--- src/rtl/tta_pkg.sv ---
package tta_pkg;
  typedef enum logic {
    ARB_OPEN   = 1'b0,
    ARB_LOCKED = 1'b1
  } arb_state_e;
endpackage

--- src/rtl/tta_due.sv ---
module tta_due #(
  parameter int NBUF = 2,
  parameter int TS_W = 64
) (
  input  logic                 clk,
  input  logic                 rst_n,
  input  logic [TS_W-1:0]      ts_now,
  input  logic [NBUF-1:0]      buf_valid,
  input  logic [NBUF*TS_W-1:0] buf_time,
  input  logic [NBUF-1:0]      grant_hot,
  input  logic [NBUF-1:0]      requeue_hot,
  output logic [NBUF-1:0]      due,
  output logic [NBUF-1:0]      buf_empty
);

  for (genvar i = 0; i < NBUF; i++) begin : g_slot
    logic            taken_q;
    logic            due_q;
    logic [TS_W-1:0] sched;

    assign sched = buf_time[i*TS_W +: TS_W];

    always_ff @(posedge clk or negedge rst_n) begin
      if (!rst_n) begin
        taken_q <= 1'b0;
        due_q   <= 1'b0;
      end else begin
        due_q <= buf_valid[i] & ~taken_q & (ts_now >= sched);
        if (!buf_valid[i] || requeue_hot[i]) taken_q <= 1'b0;
        else if (grant_hot[i])               taken_q <= 1'b1;
      end
    end

    assign due[i]       = due_q;
    assign buf_empty[i] = ~buf_valid[i] | taken_q;
  end

endmodule

--- src/rtl/tta_pick.sv ---
module tta_pick #(
  parameter int NBUF  = 2,
  parameter int IDX_W = 1
) (
  input  logic [NBUF-1:0]  req,
  output logic             any,
  output logic [IDX_W-1:0] idx
);

  always_comb begin
    idx = '0;
    for (int i = NBUF - 1; i >= 0; i--) begin
      if (req[i]) idx = IDX_W'(i);
    end
  end

  assign any = |req;

endmodule

--- src/rtl/tta_arbiter.sv ---
module tta_arbiter
  import tta_pkg::*;
#(
  parameter int NBUF  = 2,
  parameter int TS_W  = 64,
  parameter int ID_W  = 29,
  localparam int IDX_W = (NBUF > 1) ? $clog2(NBUF) : 1
) (
  input  logic                 clk,
  input  logic                 rst_n,
  input  logic [TS_W-1:0]      ts_now,
  input  logic [NBUF-1:0]      buf_valid,
  input  logic [NBUF*TS_W-1:0] buf_time,
  input  logic [NBUF*ID_W-1:0] buf_id,
  input  logic                 tx_ready,
  input  logic                 tx_done,
  input  logic                 tx_lost,
  output logic                 tx_valid,
  output logic                 tx_start,
  output logic [IDX_W-1:0]     tx_sel,
  output logic [ID_W-1:0]      tx_id,
  output logic                 tx_active,
  output logic [NBUF-1:0]      buf_empty
);

  arb_state_e       state_q;
  logic [IDX_W-1:0] lock_idx_q;
  logic [NBUF-1:0]  due;
  logic [NBUF-1:0]  grant_hot;
  logic [NBUF-1:0]  requeue_hot;
  logic             pick_any;
  logic [IDX_W-1:0] pick_idx;

  tta_due #(.NBUF(NBUF), .TS_W(TS_W)) u_due (
    .clk         (clk),
    .rst_n       (rst_n),
    .ts_now      (ts_now),
    .buf_valid   (buf_valid),
    .buf_time    (buf_time),
    .grant_hot   (grant_hot),
    .requeue_hot (requeue_hot),
    .due         (due),
    .buf_empty   (buf_empty)
  );

  tta_pick #(.NBUF(NBUF), .IDX_W(IDX_W)) u_pick (
    .req (due),
    .any (pick_any),
    .idx (pick_idx)
  );

  assign tx_active = (state_q == ARB_LOCKED);
  assign tx_valid  = (state_q == ARB_OPEN) && pick_any;
  assign tx_start  = tx_valid && tx_ready;
  assign tx_sel    = tx_active ? lock_idx_q : pick_idx;
  assign tx_id     = buf_id[tx_sel*ID_W +: ID_W];

  always_comb begin
    grant_hot   = '0;
    requeue_hot = '0;
    if (tx_start)             grant_hot[pick_idx]     = 1'b1;
    if (tx_active && tx_lost) requeue_hot[lock_idx_q] = 1'b1;
  end

  always_ff @(posedge clk or negedge rst_n) begin
    if (!rst_n) begin
      state_q    <= ARB_OPEN;
      lock_idx_q <= '0;
    end else begin
      case (state_q)
        ARB_OPEN: if (tx_start) begin
          state_q    <= ARB_LOCKED;
          lock_idx_q <= pick_idx;
        end
        ARB_LOCKED: if (tx_done || tx_lost) state_q <= ARB_OPEN;
        default: state_q <= ARB_OPEN;
      endcase
    end
  end

  AST_SINGLE_START: assert property (@(posedge clk) disable iff (!rst_n)
    tx_start |=> !tx_start);
  AST_START_LOCKS: assert property (@(posedge clk) disable iff (!rst_n)
    tx_start |=> tx_active);
  AST_START_EMPTIES: assert property (@(posedge clk) disable iff (!rst_n)
    tx_start |=> buf_empty[$past(tx_sel)]);
  AST_LOCK_HOLDS: assert property (@(posedge clk) disable iff (!rst_n)
    (tx_active && !tx_done && !tx_lost) |=> $stable(tx_sel) && !tx_valid);
  AST_LOST_REQUEUE: assert property (@(posedge clk) disable iff (!rst_n)
    (tx_active && tx_lost && buf_valid[tx_sel]) |=> !buf_empty[$past(tx_sel)]);

endmodule

--- config.mk ---
export PLATFORM = sky130hd
export DESIGN_NAME = tta_arbiter
export DESIGN_NICKNAME = d
export VERILOG_FILES = /design/src/rtl/tta_pkg.sv /design/src/rtl/tta_due.sv /design/src/rtl/tta_pick.sv /design/src/rtl/tta_arbiter.sv
export SDC_FILE = /design/constraint.sdc
export NUM_CORES = 1
export LEC_CHECK = 0
export ABC_AREA = 0
export ABC_CLOCK_PERIOD_IN_PS = 1680
export BUFFER_PORTS_ARGS = -buffer_cell sky130_fd_sc_hd__buf_2
export CAP_MARGIN = 20
export CORE_AREA = 2 2 113 115
export DETAILED_ROUTE_END_ITERATION = 10
export DIE_AREA = 0 0 115 117
export GPL_TIMING_DRIVEN = 1
export PLACE_DENSITY = 0.68
export SYNTH_ARGS = -nofsm -noshare
export SYNTH_HDL_FRONTEND = slang
export SYNTH_SLANG_ARGS = --single-unit
--- constraint.sdc ---
create_clock -name clk -period 1.68 [get_ports clk]
set_input_delay 0.252 -clock clk [delete_from_list [all_inputs] [get_ports clk]]
set_output_delay 0.252 -clock clk [all_outputs]
set_load 0.005 [all_outputs]
Word level (Yosys, flattened, before mapping)
Index checks and enable logic that the tools add are counted.

Bits of input ports: 257. Bits in registers: 6. Logic and storage cells: 55. Output and inout bits: 35.

Bitwise logic cells: 11. Shifts and indexed selects: 1. Reduce and logical (&&, ||, !) cells: 14. Multiply operators: 1. Muxes and demuxes: 16. Order comparisons: 6.

Operator list (number): >= comparator 64 bit (2); variable part select 58 x 7 -> 29 bit (1); two-way mux 1 bit (11); multiplier 1 x 5 -> 6 bit (second input constant) (1); logical AND 1 bit (5); inverter 1 bit (5); AND 1 bit (4); less-than comparator 1 x 2 -> 1 bit (second input constant) (2); two-way mux 2 bit (2); nonzero test 2 bit (2); logical OR 1 bit (3); demux 1 bit (select 1 bit) (2); >= comparator 1 bit (second input constant) (2); zero test 1 bit (2); bitwise OR 1 bit (2); one-hot mux 1 bit (2 select lines) (1); AND reduction 2 bit (1); OR reduction 2 bit (1).

Logic depth before layout (Yosys ltp)
Gate-level depths: netlist of run 1.

Depth after elaboration: 9. Mapped depth: 8. Depth with buffers taken out: 8.

By module
From an unflattened synthesis of run 1, not the netlist that was laid out.

Cells, all modules: 511. Area, all modules: 3945.0 sq um.

Modules (own cells, without submodules): tta_due (seq. area each 100.1 sq um, cells each 462, instances 1, area an instance 3326.9 sq um); tta_arbiter (seq. area each 50.0 sq um, cells each 47, instances 1, area an instance 605.6 sq um); tta_pick (seq. area each 0.0 sq um, cells each 2, instances 1, area an instance 12.5 sq um).

Least setup slack after synthesis of run 1
OpenSTA, ideal clock, no wires.

Path kind: input to register. Start: in buf_time[29]. End: reg u_due.g_slot[0].due_q. Path slack: -190 ps. Path buffers: 0. Arrival time: 1802 ps. Required time: 1612 ps. Stages on the path: 7. Library setup time: 68 ps. Path through: inv_1 -> ha_1 -> and4_1 -> nand4_1 -> or4_1 -> a2111o_1 -> nand3_1.

Longest elaborated chain between the ends: 2.

Ends and longest elaborated chain: start, declared (RTL line tta_arbiter.sv:13) `input logic [NBUF*TS_W-1:0] buf_time,`; >= comparator 64 bit (RTL line tta_due.sv:28) `due_q <= buf_valid[i] & ~taken_q & (ts_now >= sched);`; AND 1 bit (RTL line tta_due.sv:28); end signal, assigned (RTL line tta_due.sv:28); end, declared (RTL line tta_due.sv:18) `logic due_q;`.

No other way between the ends. A chain may end at the register's enable or synchronous reset.

Worst setup path in the final report of run 1
Start: reg u_due.g_slot[0].due_q. End: out tx_id[27].

Longest elaborated chain between the ends: 4.

Ends and longest elaborated chain: two-way mux 1 bit (RTL line tta_pick.sv:13) `if (req[i]) idx = IDX_W'(i);`; two-way mux 1 bit (RTL line tta_arbiter.sv:55) `assign tx_sel = tx_active ? lock_idx_q : pick_idx;`; multiplier 1 x 5 -> 6 bit (RTL line tta_arbiter.sv:56) `assign tx_id = buf_id[tx_sel*ID_W +: ID_W];`; variable part select 58 x 7 -> 29 bit (RTL line tta_arbiter.sv:56); end, declared (RTL line tta_arbiter.sv:21) `output logic [ID_W-1:0] tx_id,`.

No other way between the ends.

==> summary.md, run 1 <==
| Metric | Value |
|---|---|
| Hold depth | 2 |
| Post-Syn Area | 0.00381 mm2 |
| Core footprint | 0.0123 mm2 |
| Design area | 0.00662 mm2 |
| Worst clock skew | 1.53 ps |
| Clock sinks | 6 |
| R2R cell count | 4 |
| Initial core utilization | 31.0% |
| Top_reg_cell synth | dfrtp_1 |
| Top cell type's share of synthesized area | 42.0% |
| Initial DRC count | 152 |
| Fin crit share | 118% |
| Die width | 115 um |
| H-tree levels | 1 |
| Min Clock Period, post-route | 1980 ps |
| Global route total overflow | 0 |
| Clk root buf | clkbuf_16 |
| Unique cell type count in the Yosys netlist | 43 |
| Synthesis-stage register bit count | 6 |
| Tot Pwr | 2.52 mW |
| Vias in the first global route | 4,798 |
| Finished Layout Cells | 1,021 |
| Area Overhead vs Synth | 73.6% |
| FILL cells | 1,180 |
| Slack of the worst reg-to-reg path | 120 ps |
| Minimum hold slack | 256 ps |
| Unrepaired setup endpoints after global routing | yes |
| Post-Synthesis Cells | 507 |
| Max-cap violation count | 0 |
| Critical path, cell by cell | nand2b_4, nor2_4, a21oi_4, buf_6, buf_16, mux2_4, buf_6 |
| Slew Viols, Final | 0 |
| Global-route wire length before repair | 21.8 mm |
| Fmax | 506 MHz |
| Hold Path End | tx_active |
| Synth area leaders | ha_1, inv_1, mux2_2 |
| Mean area per synthesized cell | 7.52 um2 |
| EDFF count, synth | 0 |
| DRT Wirelength | 15.0 mm |
| CTS tree | done |
| GRT Util Overall | 20.3% |
| CP max-delay cell | dfrtp_1 |
| Worst-path clk slew | 40 ps |
| Kind of critical path | reg -> out |
| Final setup viols | 30 |
| Leakage | 4.19 nW |
| Vias | 4,848 |
| Critical Path RT | 1430 ps |
| Max clock buf depth | 2 |
| Most frequent cells after synthesis | inv_1, ha_1, a21oi_1, nand2_1, mux2_2 |
| Die area | 0.0135 mm2 |
| Count leader, synth | inv_1 |
| Register area share after synthesis | 3.94% |
| GP Congestion | 0.815 |
| WL/cell | 14.7 um |
| Beginning of the worst hold path | tx_done |
| Startpoint class of the critical path | register |
| Worst Hold Class | in -> reg |
| Initial antenna violation count | 2 |
| Maximum vdd drop | 0.000308 V |
| CTS buffer count | 3 |
| DRC | 0 |
| Cell taking the most area after synthesis | ha_1 |
| Final net count | 1,256 |
| DP Area | 0.00596 mm2 |
| I/O Pins | 292 |
| ANT nets after route | 0 |
| Post-synth ARST share | 100% |
| Worst-path fanout max | 8 |
| CP startpoint | u_due.g_slot[0].due_q |
| Final worst slack | -297 ps |
| Via/cell ratio | 4.75 |
| Clock Latency Late Sink | 230 ps |
| DP HPWL | 12.4 mm |
| Pwr dens | 380 mW/mm2 |
| Placed Cells incl. Taps | 1,008 |
| Critical Path End Type | output pin |
| Critical Path AT | 1720 ps |
| Drt pass-1 iters | 4 |
| Slew @ Worst Pin | 352 ps |
| Layout cells sized above 1 | 48.7% |
| Final Hold Viols | 0 |
| Post-Syn Nets | 892 |
| Port Buf Inserts | 291 |
| Synth warn | 0 |
| Status | finished, violations left |
| Pin count of the biggest net entering global routing | 9 |
| Failing checks | negative setup slack |
| Max-Slew Margin vs Limit | 75.9% |
| Worst R2R End | u_due.g_slot[1].due_q |
| Die H | 117 um |
| Critical R2R Launch | u_due.g_slot[1].taken_q |
| Max incr delay on CP | 350 ps |
| Site row count | 41 |
| Worst path most repeated cell | buf_6 |
[layout by cell type, fill, tap and decap left out, types with 3 or more instances in the layout]
| master | synthesis | layout |
|---|---|---|
| nand4_1 | 13 | 13 |
| a21o_1 | 21 | 21 |
| nor2_1 | 15 | 14 |
| ha_4 | 0 | 7 |
| inv_1 | 134 | 130 |
| nand3_1 | 8 | 8 |
| ha_1 | 128 | 120 |
| dfrtp_1 | 6 | 6 |
| mux2_4 | 0 | 29 |
| a221oi_2 | 0 | 4 |
| o21ai_0 | 17 | 16 |
| buf_2 | 0 | 261 |
| nand2_1 | 31 | 31 |
| buf_6 | 0 | 32 |
| o21ai_1 | 5 | 6 |
| clkbuf_16 | 0 | 3 |
| a31oi_1 | 3 | 3 |
| buf_16 | 0 | 3 |
| a21oi_1 | 46 | 43 |
| and4_1 | 8 | 8 |
| buf_4 | 0 | 64 |
| inv_2 | 0 | 3 |
[routing by layer]
metal,part of all wire (%),GRT usage (%)
met1,41,25.2
met2,50,37.0
met3,6.8,3.66
met4,1.4,4.10
met5,0,0
[logic make-up after synthesis]
logic type,synth area share (%)
buffers and inverters,13.5
adders and majority gates,42.0
AOI/OAI and AO/OA,19.5
and+or+nand+nor,12.6
muxes,8.56
DFF,3.94
[critical path, delay by kind of cell (launching register included)]
kind	cells	cell delay (ps)
buf+inv	3	440
flops	1	350
mux	1	310
simple gates	2	190
compound gates	1	190
[layout make-up]
type | count | area [um2] | area share, %
multi-input cells | 364 | 3450 | 52.0
repair buffers | 362 | 2250 | 34.0
clock buffers | 3 | 75.1 | 1.13
flip-flops and latches | 6 | 150 | 2.27
inverters | 134 | 505 | 7.63
well taps | 150 | 188 | 2.83
diodes | 2 | 5.00 | 0.0756
[state kept, by name (all words and copies together), names as in the netlist]
signal,count
u_due.g_slot.due_q,2
u_due.g_slot.taken_q,2
tx_active,1
lock_idx_q,1
[where the power goes]
part           internal, mW  switching (mW)
registers             0.163          0.0267
clock network         0.306          0.0867
logic                  1.11           0.823
[how the worst max path moves through the flow]
stage	endpoint	slack, ps	cells after the start
floorplan	tx_id[0]	20	4
CTS	u_due.g_slot[1].due_q	-270	8
detailed placement	u_due.g_slot[1].due_q	-600	8
global route	u_due.g_slot[1].due_q	-360	8
global placement	u_due.g_slot[1].due_q	-560	8
finish	tx_id[27]	-300	7
[timing repair]
| item | 4_1_cts | 5_1_grt |
|---|---|---|
| setup buffers | 2 | 3 |
| gates cloned | 3 | 0 |
| gates resized for setup | 58 | 37 |
| hold buffers | 1 | 0 |
| pin swaps | 2 | 9 |
| setup endpoints to repair | 31 | 32 |
| hold endpoints to repair | 6 | 0 |
[through the flow]
step / worst slack (ps) / utilization, % / TNS [ps]
floorplan: 22.7 / - / 0
CTS: -273 / 52.2 / -6670
global route: -364 / 53.8 / -8260
finish: -297 / 53.8 / -7440
global placement: -557 / 48.4 / -899
detailed placement: -604 / 48.4 / -998
No activity file was read; power rests on OpenSTA's default activity.
==> run 2: changes to the inputs <==
--- a/config.mk
+++ b/config.mk
@@ -13,7 +13,7 @@
 export DETAILED_ROUTE_END_ITERATION = 10
 export DIE_AREA = 0 0 115 117
 export GPL_TIMING_DRIVEN = 1
-export PLACE_DENSITY = 0.68
+export PLACE_DENSITY = 0.76
 export SYNTH_ARGS = -nofsm -noshare
 export SYNTH_HDL_FRONTEND = slang
 export SYNTH_SLANG_ARGS = --single-unit
==> constraint.sdc (replaced) <==
create_clock -name clk -period 1.68 [get_ports clk]
set_input_delay 0.252 -clock clk [delete_from_list [all_inputs] [get_ports clk]]
set_output_delay 0.252 -clock clk [all_outputs]
set_load 0.01 [all_outputs]
==> summary.md, run 2 (synthesis results as in run 1) <==
| Metric | Value |
|---|---|
| Pin count of the biggest net entering global routing | 9 (unchanged) |
| Initial DRC count | 102 (was 152) |
| Commonest non-fill, non-tap cell in the layout | buf_2 (unchanged) |
| Startpoint class of the critical path | input port (was register) |
| Net Switching | 0.940 mW (was 0.936 mW) |
| Critical Path AT | 1990 ps (was 1720 ps) |
| Max-Slew Margin vs Limit | 76.2% (was 75.9%) |
| Initial antenna violation count | 1 (was 2) |
| DRC | 0 (unchanged) |
| I/O Pins | 292 (unchanged) |
| Maximum vdd drop | 0.000166 V (was 0.000308 V) |
| Critical Path RT | 1790 ps (was 1430 ps) |
| Max-cap violation count | 0 (unchanged) |
| Met3 wire len | 744 um (was 1.02 mm) |
| R2R cell count | 8 (was 4) |
| Layout cells sized above 1 | 46.9% (was 48.7%) |
| CTS buffer count | 3 (unchanged) |
| Clk root buf | clkbuf_16 (unchanged) |
| Unrepaired setup endpoints after global routing | yes (unchanged) |
| H-tree levels | 1 (unchanged) |
| Slew Viols, Final | 0 (unchanged) |
| DRT Wirelength | 14.2 mm (was 15.0 mm) |
| Die area | 0.0135 mm2 (unchanged) |
| DP Area | 0.00581 mm2 (was 0.00596 mm2) |
| Met2 wire length | 7.23 mm (was 7.54 mm) |
| Port Buf Inserts | 291 (unchanged) |
| Fmax | 532 MHz (was 506 MHz) |
| Die width | 115 um (unchanged) |
| Hold depth | 2 (unchanged) |
| Most frequent cells in the layout | buf_2, inv_1, ha_1 (unchanged) |
| GP Congestion | 0.937 (was 0.815) |
| Vias | 4,751 (was 4,848) |
| Final Hold Viols | 0 (unchanged) |
| GRT Util Overall | 18.7% (was 20.3%) |
| Max clock buf depth | 2 (unchanged) |
| Top layer in use | met5 (was met4) |
| Fin crit share | 112% (was 118%) |
| Die H | 117 um (unchanged) |
| Min Clock Period, post-route | 1880 ps (was 1980 ps) |
| Slew @ Worst Pin | 357 ps (was 352 ps) |
| ANT nets after route | 0 (unchanged) |
| Final worst slack | -200 ps (was -297 ps) |
| Logic pwr share | 77.2% (was 76.9%) |
| Status | finished, violations left (unchanged) |
| Clock share of power | 15.2% (was 15.6%) |
| Failing checks | negative setup slack (unchanged) |
| Final net count | 1,239 (was 1,256) |
| Critical Path End Type | register (was output pin) |
| Design area | 0.00643 mm2 (was 0.00662 mm2) |
| Worst clock skew | 0.421 ps (was 1.53 ps) |
| WL/cell | 14.2 um (was 14.7 um) |
| DRT met1 WL | 5.99 mm (was 6.22 mm) |
| Sw frac | 37.6% (was 37.2%) |
| Via/cell ratio | 4.74 (was 4.75) |
| Largest regs | u_due.g_slot.due_q (2), u_due.g_slot.taken_q (2) (unchanged) |
| Final setup viols | 30 (unchanged) |
| Worst Hold Class | in -> reg (unchanged) |
| Leakage | 4.10 nW (was 4.19 nW) |
| Initial core utilization | 31.0% (unchanged) |
| Global-route wire length before repair | 20.4 mm (was 21.8 mm) |
| Pwr dens | 389 mW/mm2 (was 380 mW/mm2) |
| Internal | 1.56 mW (was 1.58 mW) |
| Drt pass-1 iters | 4 (unchanged) |
| Site row count | 41 (unchanged) |
| Vias in the first global route | 4,632 (was 4,798) |
| DP HPWL | 12.4 mm (about the same) |
| Clock Latency Late Sink | 220 ps (was 230 ps) |
| FILL cells | 1,169 (was 1,180) |
| Global route total overflow | 0 (unchanged) |
| Core footprint | 0.0123 mm2 (unchanged) |
| Diode count | 0 (was 2) |
| Kind of critical path | in -> reg (was reg -> out) |
| Sum of negative setup slack | -5470 ps (was -7440 ps) |
| Worst-path clk slew | 30 ps (was 40 ps) |
| CTS tree | done (unchanged) |
| Place WS | -565 ps (was -604 ps) |
| Flop pwr share | 7.7% (was 7.5%) |
| Worst-path fanout max | 2 (was 8) |
| Clock sinks | 6 (unchanged) |
| Area Overhead vs Synth | 68.7% (was 73.6%) |
[run 2: changes by cell type in the layout (fill, tap and decap cells not counted), moves of 3 or more]
cell	previous run	this run
ha_4	7	4
ha_1	120	124
inv_1	130	134
buf_4	64	47
inv_2	3	0
[run 2: final timing paths]
kind | slack, ps | from | to
max | -200 | ts_now[34] | u_due.g_slot[1].due_q
min | 200 | tx_done | tx_active
max reg2reg | 60 | u_due.g_slot[0].taken_q | u_due.g_slot[0].due_q
min reg2reg | 530 | u_due.g_slot[0].taken_q | u_due.g_slot[0].taken_q
max in group asynchronous | 1080 | rst_n | tx_active
min in group asynchronous | 430 | rst_n | u_due.g_slot[0].due_q
[run 2: cell type report]
type                       instances  area (um2)  share of cell area, %
tap                              150         188                   2.92
multi-input combinational        364        3400                   52.8
sequential                         6         151                   2.35
inverter                         134         503                   7.82
clock buffer                       3        75.1                   1.17
timing repair buffer             345        2120                   32.9
[run 2: through the flow]
| stage | hold slack (ps) | instances | util (%) | total power, mW |
|---|---|---|---|---|
| floorplan | -43.6 | 507 | - | 0.975 |
| global placement | 108 | 989 | 47.2 | 1.68 |
| detailed placement | 93.3 | 989 | 47.2 | 1.72 |
| CTS | 201 | 1002 | 50.5 | 2.35 |
| global route | 225 | 1002 | 52.3 | 2.73 |
| finish | 200 | 1002 | 52.3 | 2.50 |
[run 2: repair_timing]
action,CTS,global route
buffers inserted,6,1
hold buffers,1,0
resized for setup,35,51
endpoints found under the hold margin,6,0
gates cloned,3,0
endpoints found under the setup margin,31,31
pin swaps,5,4
[run 2: power by group through the flow]
stage / Clock, mW / Sequential, mW / Combinational [mW]
finish: 0.379 / 0.192 / 1.93
global route: 0.398 / 0.194 / 2.14
CTS: 0.382 / 0.189 / 1.78
detailed placement: 0 / 0.185 / 1.53
global placement: 0 / 0.183 / 1.49
floorplan: 0 / 0.180 / 0.795
[run 2: per-layer routing]
| layer | track usage [%] | vias up |
|---|---|---|
| met5 | 0 | - |
| met4 | 3.13 | 2 |
| met3 | 2.37 | 22 |
| met2 | 35.0 | 163 |
| met1 | 23.3 | 2103 |
| li1 | - | 2461 |
[run 2: worst max-delay path, cell delays in order]
cell and delay (ps):
buf_2 120, ha_1 310, nand4_1 230, nor4_4 310
nand4_1 210, a211oi_2 250, a211oi_2 90, o41ai_2 230
